## src/rtl/emac_csr_pkg.sv

```systemverilog
package emac_csr_pkg;
   // word indexes of the register file
   localparam int IX_EVT    = 0;
   localparam int IX_MASK   = 1;
   localparam int IX_RXACT  = 2;
   localparam int IX_TXACT  = 3;
   localparam int IX_CTRL   = 4;
   localparam int IX_MGMT   = 5;
   localparam int IX_MDC    = 6;
   localparam int IX_STATS  = 7;
   localparam int IX_RXCTL  = 8;
   localparam int IX_TXCTL  = 9;
   localparam int IX_OPC    = 10;
   localparam int IX_RXRING = 11;
   localparam int IX_TXRING = 12;
   localparam int IX_MAXBUF = 13;
   localparam int N_REGS    = 14;

   // reset values
   localparam logic [31:0] RST_CTRL  = 32'hF000_0000;
   localparam logic [31:0] RST_STATS = 32'hC000_0000;
   localparam logic [31:0] RST_RXCTL = 32'h05EE_0001;
   localparam logic [31:0] RST_OPC   = 32'h0001_0000;

   // write shaping
   localparam logic [31:0] MSK_MDC    = 32'h0000_00FE;
   localparam logic [31:0] MSK_RXCTL  = 32'h07FF_003F;
   localparam logic [31:0] MSK_MAXBUF = 32'h0000_3FF0;
   localparam logic [31:0] MSK_OPC    = 32'h0000_FFFF;
   localparam logic [31:0] FRC_OPC    = 32'h0001_0000;

   // field positions
   localparam int RXACT_BIT = 24;
   localparam int MG_RD_BIT = 29;
   localparam int MG_SEL_LO = 18;
   localparam int MG_SEL_W  = 10;
   localparam int MG_DAT_W  = 16;
endpackage

```

## src/rtl/emac_csr_decode.sv

```systemverilog
module emac_csr_decode #(
   parameter int ADDR_W = 8,
   parameter int NREG   = 14
) (
   input  logic [ADDR_W-1:0] addr,
   output logic [NREG-1:0]   hit,
   output logic              mapped
);
   localparam int IDX_W = ADDR_W - 2;

   logic [IDX_W-1:0] idx;
   logic             aligned;

   assign idx     = addr[ADDR_W-1:2];
   assign aligned = (addr[1:0] == 2'b00);

   for (genvar g = 0; g < NREG; g++) begin : g_hit
      assign hit[g] = aligned && (idx == IDX_W'(g));
   end

   assign mapped = |hit;
endmodule

```

## src/rtl/emac_csr_irq.sv

```systemverilog
module emac_csr_irq #(
   parameter int                       N_LINES = 2,
   parameter logic [N_LINES*32-1:0]    CLASSES = '0
) (
   input  logic               clk,
   input  logic               rst_n,
   input  logic [31:0]        evt_d,
   input  logic [31:0]        mask_d,
   output logic [N_LINES-1:0] irq
);
   for (genvar g = 0; g < N_LINES; g++) begin : g_line
      localparam logic [31:0] CLS = CLASSES[g*32 +: 32];
      always_ff @(posedge clk or negedge rst_n) begin
         if (!rst_n) irq[g] <= 1'b0;
         else        irq[g] <= |(evt_d & mask_d & CLS);
      end
   end
endmodule

```

## src/rtl/emac_csr_mgmt.sv

```systemverilog
module emac_csr_mgmt
   import emac_csr_pkg::*;
(
   input  logic                clk,
   input  logic                rst_n,
   input  logic                clr,
   input  logic                start,
   input  logic [31:0]         frame,
   output logic                phy_req,
   output logic                phy_rd,
   output logic [MG_SEL_W-1:0] phy_sel,
   output logic [MG_DAT_W-1:0] phy_wdata
);
   always_ff @(posedge clk or negedge rst_n) begin
      if (!rst_n) begin
         phy_req   <= 1'b0;
         phy_rd    <= 1'b0;
         phy_sel   <= '0;
         phy_wdata <= '0;
      end else if (clr) begin
         phy_req   <= 1'b0;
      end else begin
         phy_req <= start;
         if (start) begin
            phy_rd    <= frame[MG_RD_BIT];
            phy_sel   <= frame[MG_SEL_LO +: MG_SEL_W];
            phy_wdata <= frame[MG_DAT_W-1:0];
         end
      end
   end
endmodule

```

## src/rtl/emac_csr.sv

```systemverilog
module emac_csr
   import emac_csr_pkg::*;
#(
   parameter int ADDR_W     = 8,
   parameter int DESC_ALIGN = 3,
   parameter int TMR_EVT    = 15,
   parameter int MII_EVT    = 23,
   parameter int GRACE_EVT  = 28,
   parameter int EN_BIT     = 1,
   parameter int SRST_BIT   = 0
) (
   input  logic              clk,
   input  logic              rst_n,
   input  logic              req_valid,
   input  logic              req_write,
   input  logic [ADDR_W-1:0] req_addr,
   input  logic [31:0]       req_wdata,
   output logic              rd_valid,
   output logic [31:0]       rd_data,
   output logic              bad_access,
   input  logic [31:0]       evt_in,
   input  logic              rx_stall,
   output logic              irq_mac,
   output logic              irq_tmr,
   output logic              rx_kick,
   output logic              tx_kick,
   output logic [31:0]       rx_desc_ptr,
   output logic [31:0]       tx_desc_ptr,
   output logic              phy_req,
   output logic              phy_rd,
   output logic [9:0]        phy_sel,
   output logic [15:0]       phy_wdata,
   input  logic [15:0]       phy_rdata
);
   localparam logic [31:0] TMR_CLS   = 32'(1) << TMR_EVT;
   localparam logic [31:0] MAC_CLS   = ~TMR_CLS;
   localparam logic [31:0] RING_MASK = ~((32'(1) << DESC_ALIGN) - 32'(1));
   localparam logic [31:0] MII_SET   = 32'(1) << MII_EVT;
   localparam logic [31:0] GRACE_SET = 32'(1) << GRACE_EVT;

   if (ADDR_W < 6 || ADDR_W > 16) begin : g_chk_addr
      $error("emac_csr: ADDR_W must lie in 6..16");
   end
   if (TMR_EVT == MII_EVT || TMR_EVT == GRACE_EVT || TMR_EVT > 31) begin : g_chk_evt
      $error("emac_csr: timer event bit must be distinct and below 32");
   end
   if (EN_BIT == SRST_BIT || DESC_ALIGN < 2 || DESC_ALIGN > 8) begin : g_chk_ctl
      $error("emac_csr: bad control or alignment parameter");
   end

   logic [N_REGS-1:0] hit;
   logic              mapped, wr, rd, srst, mg_start;

   emac_csr_decode #(.ADDR_W(ADDR_W), .NREG(N_REGS)) u_dec (
      .addr(req_addr), .hit(hit), .mapped(mapped));

   assign wr       = req_valid && req_write;
   assign rd       = req_valid && !req_write;
   assign srst     = wr && hit[IX_CTRL] && req_wdata[SRST_BIT];
   assign mg_start = wr && hit[IX_MGMT];

   logic [31:0] evt_q, mask_q, ctrl_q, mgmt_q, mdc_q, stats_q, rxctl_q, txctl_q;
   logic [31:0] opc_q, rxring_q, txring_q, maxbuf_q, rx_ptr_q, tx_ptr_q;
   logic [31:0] evt_d, mask_d, ctrl_d, mgmt_d, mdc_d, stats_d, rxctl_d, txctl_d;
   logic [31:0] opc_d, rxring_d, txring_d, maxbuf_d, rx_ptr_d, tx_ptr_d;
   logic        rx_act_q, rx_act_d, rx_kick_d, tx_kick_d, grace_set;

   always_comb begin
      evt_d = evt_q;   mask_d = mask_q;   ctrl_d = ctrl_q;     mgmt_d = mgmt_q;
      mdc_d = mdc_q;   stats_d = stats_q; rxctl_d = rxctl_q;   txctl_d = txctl_q;
      opc_d = opc_q;   rxring_d = rxring_q; txring_d = txring_q; maxbuf_d = maxbuf_q;
      rx_ptr_d = rx_ptr_q; tx_ptr_d = tx_ptr_q; rx_act_d = rx_act_q;
      rx_kick_d = 1'b0; tx_kick_d = 1'b0; grace_set = 1'b0;

      if (rx_stall) rx_act_d = 1'b0;
      if (phy_req && phy_rd) mgmt_d[MG_DAT_W-1:0] = phy_rdata;

      if (wr) begin
         if (hit[IX_EVT])  evt_d  = evt_q & ~req_wdata;
         if (hit[IX_MASK]) mask_d = req_wdata;
         if (hit[IX_RXACT] && ctrl_q[EN_BIT] && !rx_act_q) begin
            rx_act_d  = 1'b1;
            rx_kick_d = 1'b1;
         end
         if (hit[IX_TXACT] && ctrl_q[EN_BIT]) tx_kick_d = 1'b1;
         if (hit[IX_CTRL]) begin
            ctrl_d = req_wdata;
            if (!req_wdata[EN_BIT]) begin
               rx_act_d = 1'b0;
               rx_ptr_d = rxring_q;
               tx_ptr_d = txring_q;
            end
         end
         if (hit[IX_MGMT])  mgmt_d  = req_wdata;
         if (hit[IX_MDC])   mdc_d   = req_wdata & MSK_MDC;
         if (hit[IX_STATS]) stats_d = req_wdata[31] ? RST_STATS : 32'h0;
         if (hit[IX_RXCTL]) rxctl_d = req_wdata & MSK_RXCTL;
         if (hit[IX_TXCTL]) begin
            txctl_d   = req_wdata;
            grace_set = req_wdata[0];
         end
         if (hit[IX_OPC]) opc_d = (req_wdata & MSK_OPC) | FRC_OPC;
         if (hit[IX_RXRING]) begin
            rxring_d = req_wdata & RING_MASK;
            rx_ptr_d = req_wdata & RING_MASK;
         end
         if (hit[IX_TXRING]) begin
            txring_d = req_wdata & RING_MASK;
            tx_ptr_d = req_wdata & RING_MASK;
         end
         if (hit[IX_MAXBUF]) maxbuf_d = req_wdata & MSK_MAXBUF;
      end

      evt_d = evt_d | evt_in | (phy_req ? MII_SET : 32'h0) | (grace_set ? GRACE_SET : 32'h0);

      if (srst) begin
         evt_d = '0;  mask_d = '0;  ctrl_d = RST_CTRL; mgmt_d = '0; mdc_d = '0;
         stats_d = RST_STATS; rxctl_d = RST_RXCTL; txctl_d = '0; opc_d = RST_OPC;
         rxring_d = '0; txring_d = '0; maxbuf_d = '0; rx_ptr_d = '0; tx_ptr_d = '0;
         rx_act_d = 1'b0; rx_kick_d = 1'b0; tx_kick_d = 1'b0;
      end
   end

   always_ff @(posedge clk or negedge rst_n) begin
      if (!rst_n) begin
         evt_q <= '0;  mask_q <= '0;  ctrl_q <= RST_CTRL; mgmt_q <= '0; mdc_q <= '0;
         stats_q <= RST_STATS; rxctl_q <= RST_RXCTL; txctl_q <= '0; opc_q <= RST_OPC;
         rxring_q <= '0; txring_q <= '0; maxbuf_q <= '0; rx_ptr_q <= '0; tx_ptr_q <= '0;
         rx_act_q <= 1'b0; rx_kick <= 1'b0; tx_kick <= 1'b0;
      end else begin
         evt_q <= evt_d;  mask_q <= mask_d;  ctrl_q <= ctrl_d;  mgmt_q <= mgmt_d;
         mdc_q <= mdc_d;  stats_q <= stats_d; rxctl_q <= rxctl_d; txctl_q <= txctl_d;
         opc_q <= opc_d;  rxring_q <= rxring_d; txring_q <= txring_d; maxbuf_q <= maxbuf_d;
         rx_ptr_q <= rx_ptr_d; tx_ptr_q <= tx_ptr_d; rx_act_q <= rx_act_d;
         rx_kick <= rx_kick_d; tx_kick <= tx_kick_d;
      end
   end

   assign rx_desc_ptr = rx_ptr_q;
   assign tx_desc_ptr = tx_ptr_q;

   // interrupt lines, registered from next-state values
   logic [1:0] irq_v;
   emac_csr_irq #(.N_LINES(2), .CLASSES({TMR_CLS, MAC_CLS})) u_irq (
      .clk(clk), .rst_n(rst_n), .evt_d(evt_d), .mask_d(mask_d), .irq(irq_v));
   assign irq_mac = irq_v[0];
   assign irq_tmr = irq_v[1];

   emac_csr_mgmt u_mgmt (
      .clk(clk), .rst_n(rst_n), .clr(srst), .start(mg_start), .frame(req_wdata),
      .phy_req(phy_req), .phy_rd(phy_rd), .phy_sel(phy_sel), .phy_wdata(phy_wdata));

   // read path: hit-vector AND-OR mux
   logic [N_REGS-1:0][31:0] rd_vec;
   logic [31:0]             rd_mux;
   assign rd_vec[IX_EVT]    = evt_q;
   assign rd_vec[IX_MASK]   = mask_q;
   assign rd_vec[IX_RXACT]  = 32'(rx_act_q) << RXACT_BIT;
   assign rd_vec[IX_TXACT]  = 32'h0;
   assign rd_vec[IX_CTRL]   = ctrl_q;
   assign rd_vec[IX_MGMT]   = mgmt_q;
   assign rd_vec[IX_MDC]    = mdc_q;
   assign rd_vec[IX_STATS]  = stats_q;
   assign rd_vec[IX_RXCTL]  = rxctl_q;
   assign rd_vec[IX_TXCTL]  = txctl_q;
   assign rd_vec[IX_OPC]    = opc_q;
   assign rd_vec[IX_RXRING] = rxring_q;
   assign rd_vec[IX_TXRING] = txring_q;
   assign rd_vec[IX_MAXBUF] = maxbuf_q;

   always_comb begin
      rd_mux = '0;
      for (int i = 0; i < N_REGS; i++) rd_mux = rd_mux | (rd_vec[i] & {32{hit[i]}});
   end

   always_ff @(posedge clk or negedge rst_n) begin
      if (!rst_n) begin
         rd_valid   <= 1'b0;
         rd_data    <= '0;
         bad_access <= 1'b0;
      end else begin
         rd_valid   <= rd;
         bad_access <= rd && !mapped;
         if (rd) rd_data <= rd_mux;
      end
   end
endmodule

```

## config.mk

```make
export PLATFORM = sky130hd
export DESIGN_NAME = emac_csr
export DESIGN_NICKNAME = d
export VERILOG_FILES = /design/src/rtl/emac_csr_pkg.sv /design/src/rtl/emac_csr_decode.sv /design/src/rtl/emac_csr_irq.sv /design/src/rtl/emac_csr_mgmt.sv /design/src/rtl/emac_csr.sv
export SDC_FILE = /design/constraint.sdc
export NUM_CORES = 1
export LEC_CHECK = 0
export BUFFER_PORTS_ARGS = -buffer_cell sky130_fd_sc_hd__buf_2
export CORE_ASPECT_RATIO = 1.25
export CORE_MARGIN = 10
export CORE_UTILIZATION = 57
export CTS_BUF_LIST = sky130_fd_sc_hd__clkbuf_16
export CTS_CLUSTER_DIAMETER = 60
export DETAILED_ROUTE_END_ITERATION = 8
export PLACE_DENSITY_LB_ADDON = 0.08
export SLEW_MARGIN = 10
export SYNTH_ARGS = -nofsm -noshare
export SYNTH_HDL_FRONTEND = slang
export SYNTH_SLANG_ARGS = --single-unit
```

## constraint.sdc

```tcl
create_clock -name clk -period 2.95 [get_ports clk]
set_input_delay 0.295 -clock clk [delete_from_list [all_inputs] [get_ports clk]]
set_output_delay 0.295 -clock clk [all_outputs]
set_load 0.02 [all_outputs]
```

After elaboration in Yosys (flattened, before gate mapping)
Index checks and enable logic that the tools add are counted.
{ "op_classes": {"n_reduce_logical": 57, "eq_ne": 15, "n_mux": 65, "bitwise": 32} }
{ "ops": {"columns": ["op", "count"], "rows": [
  ["$mux 32", 47],
  ["$and 32x32->32", 14],
  ["$or 32x32->32", 13],
  ["$eq 6x4->1 const B", 6],
  ["$and 25x32->32", 1],
  ["$not 32->32", 1],
  ["$or 32x24->32", 1],
  ["$or 32x29->32", 1],
  ["$reduce_or 31->1", 1],
  ["$mux 29", 1],
  ["$eq 6x3->1 const B", 4],
  ["$logic_and 1x1->1", 24],
  ["$mux 24", 1],
  ["$reduce_and 2->1", 11],
  ["$reduce_bool 2->1", 11],
  ["$mux 16", 1],
  ["$mux 1", 15],
  ["$reduce_or 14->1", 1],
  ["$eq 6x2->1 const B", 2],
  ["$eq 6x1->1 const B", 1],
  ["$logic_not 6->1", 1],
  ["$ne 3x1->1 const B", 2],
  ["$reduce_and 3->1", 2],
  ["$reduce_bool 3->1", 2],
  ["other kinds (3)", 5]
]} }
{ "word_totals": {"output_inout_bits": 130, "reg_bits": 515, "in_bits": 93, "wordCells": 196} }

Depth between registers and ports, before layout
Gate-level depths: netlist (run 1).
{ "depth": {"word_depth": 15, "mapped_depth": 10, "ltp_nobuf": 6} }

By module
Synthesis (run 1) repeated with hierarchy kept, for this count alone.
{ "unflattened": {"hier_cells": 1866, "area_unflattened_um2": 18502.7} }
{ "modules_own_cells": {"columns": ["module", "seq_area_each_um2", "cells_each", "area_per_inst_um2", "n_inst"], "rows": [
  ["emac_csr", 9126.3, 1759, 16966.3, 1],
  ["emac_csr_mgmt", 700.7, 59, 1149.9, 1],
  ["emac_csr_irq", 50.0, 23, 210.2, 1],
  ["emac_csr_decode", 0.0, 25, 176.4, 1]
]} }

Worst setup path before layout (run 1)
Ideal clock, no wire load.
{ "synth_path": {"path_kind": "input port to flip-flop", "startpoint": "input req_addr[2]", "endpoint": "register u_irq.irq[0]", "setup_ns": 0.140, "setup_slack_ns": 0.799, "path_buffers": 4, "stages": 9, "t_required_ns": 2.810, "t_arrival_ns": 2.011, "cell_sequence": "buf_4 -> or4_1 -> buf_2 -> nor3_4 -> buf_4 -> buf_4 -> o32ai_1 -> nor4_1 -> nand4_1"} }
{ "synth_via": {"elab_chain_cells": 10, "elab_cells_between_ends": 24, "classes_between": "eq/ne: 3; mux: 9; bitwise: 4; reduce/logical: 8"} }
{ "synth_rtl": {"columns": ["element", "line_no", "text"], "rows": [
  ["start, declared", "emac_csr.sv:16", "input logic [ADDR_W-1:0] req_addr,"],
  ["$logic_not 6->1", "emac_csr_decode.sv:18", "assign hit[g] = aligned && (idx == IDX_W'(g));"],
  ["$logic_and 1x1->1", "emac_csr_decode.sv:18", null],
  ["$mux 32", "emac_csr.sv:79", "if (hit[IX_EVT]) evt_d = evt_q & ~req_wdata;"],
  ["$mux 32", "emac_csr.sv:78", "if (wr) begin"],
  ["$or 32x32->32", "emac_csr.sv:114", "evt_d = evt_d | evt_in | (phy_req ? MII_SET : 32'h0) | (grace_set ? GRACE_SET : 32'h0);"],
  ["$or 32x24->32", "emac_csr.sv:114", null],
  ["$or 32x29->32", "emac_csr.sv:114", null],
  ["$mux 32", "emac_csr.sv:116", "if (srst) begin"],
  ["$and 32x32->32 *", "emac_csr_irq.sv:15", "else irq[g] <= |(evt_d & mask_d & CLS);"],
  ["$reduce_or 31->1 *", "emac_csr_irq.sv:15", null],
  ["end signal, assigned by index", "emac_csr_irq.sv:15", null],
  ["end, declared", "emac_csr_irq.sv:9", "output logic [N_LINES-1:0] irq"]
]} }
Every way passes the cells marked *; elsewhere a longest branch is shown, timed or not.
A chain may end at the register's enable or synchronous reset.

Worst setup path in the final report (run 1)
{ "layout_path": {"startpoint": "input req_addr[2]", "endpoint": "register rxring_q[29]"} }
{ "layout_via": {"elab_chain_cells": 6, "elab_cells_between_ends": 10, "classes_between": "eq/ne: 2; mux: 1; reduce/logical: 7"} }
{ "layout_rtl": {"columns": ["element", "line_no", "text"], "rows": [
  ["$eq 6x3->1", "emac_csr_decode.sv:18", null],
  ["$logic_and 1x1->1", "emac_csr_decode.sv:18", null],
  ["$logic_and 1x1->1 (2 in a row)", "emac_csr.sv:59", "assign srst = wr && hit[IX_CTRL] && req_wdata[SRST_BIT];"],
  ["$reduce_bool 2->1 (no line)", null, null],
  ["$reduce_and 2->1 (no line)", null, null],
  ["end signal, assigned", "emac_csr.sv:133", "opc_q <= opc_d; rxring_q <= rxring_d; txring_q <= txring_d; maxbuf_q <= maxbuf_d;"],
  ["end, declared", "emac_csr.sv:63", "logic [31:0] opc_q, rxring_q, txring_q, maxbuf_q, rx_ptr_q, tx_ptr_q;"]
]} }
Parallel ways exist; a longest one is shown, timed or not.

==> metrics.csv, run 1 <==
metric,value,unit
wirelength,60900,um
yosysUniqueCellTypes,54,
nets,2110,
worst_pin_slew,1.06,ns
htree_levels,2,
drive_above_1_share,19.3,%
synth_warnings,0,
antenna_found_initial,4,
arrival,2.57,ns
synth.avg_cell_area,9.63,um^2
vias,15600,
netlist_top_cells_area,"dfrtp_1 (53%), nand2_1 (9.6%), mux2i_1 (4.3%)",
grt_pass1_wl,92500,um
grt-busiest-layer,met2,
synth-edff-count,0,
wl_per_cell,24.8,um
post-route-min-period,2.16,ns
viasPerCell,6.37,
hpwl,41500,um
synth_commonest_cells,"nand2_1 (456), dfrtp_1 (380), a21oi_1 (138)",
max-vdd-ir-drop,0.398,mV
first_pass_iters,8,
slew_viol_final,0,
final_antenna_net_count,0,
grtUsageMet2,49.5,%
synth_top_area_share,53.4,%
synth_xor_area_share,0.0492,%
syn_inst,1847,
cap_violations,0,
post-route-drc-count,0,
synth_top_family_by_area,compound AO/OA/AOI/OAI gates,
synth_area,0.0178,mm^2
leakage,0.0101,uW
ys_seq_area_share,55.5,%
row_count,72,
clk_latency,0.55,ns
synth_top_area_cell,dfrtp_1,
fin_crit_sh,73.3,%
grt_overflow,0,
cts_sinks,394,
dieArea,0.0387,mm^2
ff2ff_path_depth,4,
critPathLaunchType,input pin,
grt_pass1_vias,15200,
critPathRequiredTime,3.36,ns
async_reset_ff_share,100,%
slew_headroom,29.2,%
synthSimpleGateAreaFrac,15.8,%
fin_skew,0.0153,ns
finalSetupViolations,0,
io_pins,223,
routabilityCongestion,0.994,
die_x,178,um
hold_path_depth,3,
portBuffers,216,
synth_most_common_cell,nand2_1,
synth_compound_area_share,18.5,%
cts-root-buf,clkbuf_16,
drt_iter0_drc,2120,
cts_buffers,41,
grt_max_degree,78,
ys_ff_latch,394,
fp.dieH,218,um
outcome,"finished, final reports clean",
area_growth,16.3,%
utilization,67.0,%
cp_max_fo,63,
synth_ff_type,dfrtp_1,
muxShareOfSynthArea,5.09,%
holdCritPathClass,in -> reg,
rsz0062_at_grt,no,
critPathCaptureType,register,
cts_resized,0,
path_class,in -> reg,
grt_use_total,30.9,%
cellPowerDensity,541,mW/mm^2
use_met1,41.2,%
final_hold_viol_count,0,
grtUsageMet3,5.61,%
synth_fa_ha_area_share,0,%
fmax,463,MHz
path_clk_slew,0.06,ns
setup-tns-final,0,ns
start_util,57.6,%
cts_tree,yes,
clock_path_buffers,3,
core-area,0.0309,mm^2
==> cells by family after synthesis <==
family,Yosys count
compound gates,497
simple gates,664
buf+inv,201
xor+xnor,1
mux,89
other cells,1
flops,394
==> through the flow <==
| stage | total power (uW) | instances | area [um^2] | setup slack [ns] | hold slack (ns) |
|---|---|---|---|---|---|
| floorplan | 6100 | 1852 | 17800 | 0.799 | -0.000591 |
| global placement | 6510 | 2380 | 19500 | 0.341 | 0.329 |
| detailed placement | 6530 | 2380 | 19500 | 0.277 | 0.339 |
| CTS | 11200 | 2454 | 20700 | 0.818 | 0.00161 |
| global route | 11500 | 2455 | 20700 | 0.647 | 0.0176 |
| finish | 11200 | 2455 | 20700 | 0.788 | 0.0144 |
==> layout by cell type, fill, tap and decap left out, drive strengths merged, types with 14 or more instances in the layout <==
cell	n
mux2i	77
o21ai	115
nor2	91
buf	296
dfstp	14
nand2	458
inv	45
clkbuf	43
a22o	42
o31ai	30
a22oi	61
a222oi	23
dfrtp	380
nand3	47
a21oi	138
a221oi	24
nand4	15
nand2b	15
a41oi	15
==> what timing repair did <==
action                                 4_1_cts  5_1_grt
endpoints found under the hold margin       65        0
buffers inserted                             0        0
hold buffers                                 1        0
==> worst max-delay path, cell delays in order <==
cell	delay, ns
buf_2	0.16
or4_1	0.72
nor3_4	0.29
buf_12	0.32
o21ai_4	0.27
buf_12	0.25
nand2_1	0.09
o21ai_0	0.10
==> flip-flops by register name, indices dropped and copies added (netlist names), 17 cells and up <==
name / count
mask_q: 32
rxring_q: 29
mgmt_q: 32
ctrl_q: 32
evt_q: 32
rx_desc_ptr: 29
rxctl_q: 17
tx_desc_ptr: 29
txctl_q: 32
rd_data: 32
txring_q: 29
==> layer usage <==
layer  wire length (um)  part of all wire, %
met1              23400                   38
met2              29000                   48
met4               2240                  3.7
met5                 43                0.071
met3               6270                   10
==> final cells by class <==
cell class	instances	area [um^2]
multi-input cells	1257	7120
diodes	1	2.50
flip-flops and latches	394	9880
repair buffers	297	1880
clock inverters	30	126
clock buffers	43	1080
fillers	2510	10200
well taps	407	509
inverters	26	97.6
==> power by group <==
group          internal [uW]  switching (uW)  total [uW]
logic                    238             522         760
registers               5570             111        5680
clock network           2620            2130        4750
==> path summary, 6_finish.rpt <==
kind / from / to / slack, ns
worst max register to register: u_mgmt.phy_req$_DFF_PN0_ / mgmt_q[13]$_DFF_PN0_ / 0.86
worst max-delay path: req_addr[2] / rxring_q[29]$_DFFE_PN0P_ / 0.79
worst min register to register: u_mgmt.phy_sel[5]$_DFFE_PN0P_ / u_mgmt.phy_sel[5]$_DFFE_PN0P_ / 0.47
max in group asynchronous: rst_n / mgmt_q[10]$_DFF_PN0_ / 1.74
worst min-delay path: evt_in[15] / evt_q[15]$_DFF_PN0_ / 0.01
min in group asynchronous: rst_n / rd_data[27]$_DFFE_PN0P_ / 0.34
Note: power is estimated with default switching activity, not from simulation.
==> inputs of run 2 (changes only) <==
==> constraint.sdc (replaced) <==
create_clock -name clk -period 2.2 [get_ports clk]
set_input_delay 0.22 -clock clk [delete_from_list [all_inputs] [get_ports clk]]
set_output_delay 0.22 -clock clk [all_outputs]
set_load 0.02 [all_outputs]
==> run 2 against run 1 <==
First-iteration DRC count shrank 4.2%. Largest cell class unchanged. Critical endpoint is now u_irq.irq[0]$_DFF_PN0_. Combinational power grew 49%. Register-to-register slack lost 0.22 ns. Flip-flop and latch count is the same. Sequential share of layout area shrank 3.2 points. Count of clock-buffer cells in the layout is the same. Clock power grew 38%. Worst hold slack lost 0.0083 ns. Setup slack lost 0.50 ns. Final area grew 7.1%. Sequential power grew 34%. Routed wire length grew 5.2%.
==> metrics.csv, run 2 (synthesis gave the netlist of run 1 again) <==
metric,value,unit,change
drt_iter0_drc,2030,,-4.2%
postCtsSetupBuffers,0,,unchanged
vias,16100,,+3.2%
finalSetupViolations,0,,unchanged
antenna_cells,0,,-1
setup_slack,0.291,ns,-0.497 ns
fin_skew,0.0157,ns,+0.000422 ns
cts_sinks,394,,unchanged
viasPerCell,6.23,,-2.2%
timing.critical_path.mode_cell,buf_4,,
routabilityCongestion,1.00,,+0.67%
grt_pass1_vias,16400,,+7.7%
worst_path_max_delay_cell,nor4b_1,,
drive_above_1_share,23.4,%,+4.1 points
wl_per_cell,24.8,um,-0.27%
final_cell_count_no_fill,2590,,+5.5%
nets,2246,,+6.4%
grt_pass1_wl,98600,um,+6.7%
fmax,524,MHz,
leakage,0.0109,uW,+7.7%
ff2ff_path_depth,4,,unchanged
ctsHoldBuffers,24,,+23
max-vdd-ir-drop,0.598,mV,+50%
layout_common_cells,"nand2_1 (455), dfrtp_1 (380), buf_2 (215)",,
cap_violations,0,,unchanged
regArea,0.00988,mm^2,unchanged
cts_buffers,42,,+2.4%
area_growth,24.5,%,
antenna_found_initial,0,,-4
fillers,2375,,-5.4%
post-place-cells,2492,,+4.7%
cts_resized,0,,unchanged
place_ws,-0.232,ns,-0.510 ns
htree_levels,2,,unchanged
rsz0062_at_grt,no,,
io_pins,223,,unchanged
hpwl,45800,um,+10%
grt_overflow,0,,unchanged
cts_tree,yes,,
grt_max_degree,83,,+6.4%
critPathBufInv,4,,+1
clk_latency,0.55,ns,about the same
final_hold_viol_count,0,,unchanged
row_count,72,,unchanged
multi_input_area,0.00712,mm^2,unchanged
clock_path_buffers,3,,unchanged
final_common_cell,nand2_1,,
path_delay_family,simple AND/OR/NAND/NOR gates,,
fin_crit_sh,86.8,%,
start_util,57.6,%,unchanged
core-area,0.0309,mm^2,unchanged
post-route-min-period,1.91,ns,
cp_slowest_stage_delay,0.35,ns,-0.37 ns
critPathCaptureType,register,,
slew_headroom,47.0,%,+18 points
arrival,2.30,ns,-0.27 ns
worst_pin_slew,0.784,ns,-0.275 ns
fp.dieH,218,um,unchanged
die_x,178,um,unchanged
critPathLaunchType,input pin,,
first_pass_iters,6,,-2
cts-root-buf,clkbuf_16,,
final_antenna_net_count,0,,unchanged
outcome,"finished, final reports clean",,
cp_max_fo,11,,-83%
dieArea,0.0387,mm^2,unchanged
hold_path_depth,3,,unchanged
cellPowerDensity,691,mW/mm^2,+28%
slew_viol_final,0,,unchanged
worst-path-stages,10,,+2
path_class,in -> reg,,
holdCritPathClass,in -> reg,,
path_cells,buf_2 -> nor4b_1 -> buf_4 -> nand3_4 -> buf_4 -> buf_4 -> mux2i_1 -> o32ai_1 -> nor4_1 -> nand4_1,,
wirelength,64100,um,+5.2%
post-route-drc-count,0,,unchanged
path_clk_slew,0.06,ns,about the same
critPathRequiredTime,2.59,ns,-0.77 ns
grt_use_total,33.0,%,+2.1 points
portBuffers,216,,unchanged
==> run 2: cell count changes in the layout (fill, tap and decap cells not counted) <==
cell           delta
dlygate4sd3_1    +23
inv_1             +2
clkinv_1          -4
inv_8             +1
buf_12           +29
diode_2           -1
buf_4            +83
bufinv_16         +1
clkinv_4          +1
==> run 2: worst reg2reg max path, cell delays in order (launching register included) <==
cell	delay, ns
dfrtp_1	0.43
a221oi_1	0.36
o32ai_1	0.16
nor4_1	0.31
nand4_1	0.16
==> run 2: where the power goes <==
part           internal [uW]  leakage [uW]  switching, uW
registers               7470       0.00519            152
logic                    402       0.00502            727
clock network           3650      0.000682           2920
total                  11500        0.0109           3800
==> run 2: cell type report <==
| type | instances | area share, % |
|---|---|---|
| clock buffers | 43 | 4.86 |
| clock inverters | 31 | 0.762 |
| inverters | 26 | 0.440 |
| multi-input cells | 1257 | 32.1 |
| flip-flops and latches | 394 | 44.6 |
| well taps | 407 | 2.30 |
| repair buffers | 432 | 14.9 |
==> run 2: through the flow <==
| step | setup TNS (ns) | utilization (%) | hold WS (ns) | total power (uW) | area [um^2] |
|---|---|---|---|---|---|
| global placement | -7.84 | 66.9 | 0.184 | 8810 | 20700 |
| detailed placement | -15.34 | 66.9 | 0.188 | 8830 | 20700 |
| finish | 0 | 71.7 | 0.00605 | 15300 | 22200 |
| floorplan | 0 | - | -0.0756 | 8180 | 17800 |
| CTS | 0 | 71.7 | 0.000775 | 15300 | 22200 |
| global route | 0 | 71.7 | 0.0182 | 15800 | 22200 |
==> run 2: final timing paths <==
check	start	endpoint	slack, ns
max in group asynchronous	rst_n	stats_q[30]$_DFFE_PN1P_	1.12
min in group asynchronous	rst_n	rx_desc_ptr[27]$_DFFE_PN0P_	0.21
hold / removal	phy_rdata[12]	mgmt_q[12]$_DFF_PN0_	0.006
hold reg to reg	u_mgmt.phy_sel[5]$_DFFE_PN0P_	u_mgmt.phy_sel[5]$_DFFE_PN0P_	0.47
setup reg to reg	evt_q[28]$_DFF_PN0_	u_irq.irq[0]$_DFF_PN0_	0.64
setup / recovery	req_addr[2]	u_irq.irq[0]$_DFF_PN0_	0.29
==> run 2: routing by layer <==
| metal | global-route usage (%) | share of wire [%] | vias to the layer above |
|---|---|---|---|
| met5 | 0 | 0 | - |
| met4 | 11.2 | 3.4 | 0 |
| met3 | 5.04 | 8.0 | 122 |
| met2 | 53.3 | 48 | 816 |
| met1 | 44.7 | 40 | 8048 |
| li1 | - | - | 7140 |
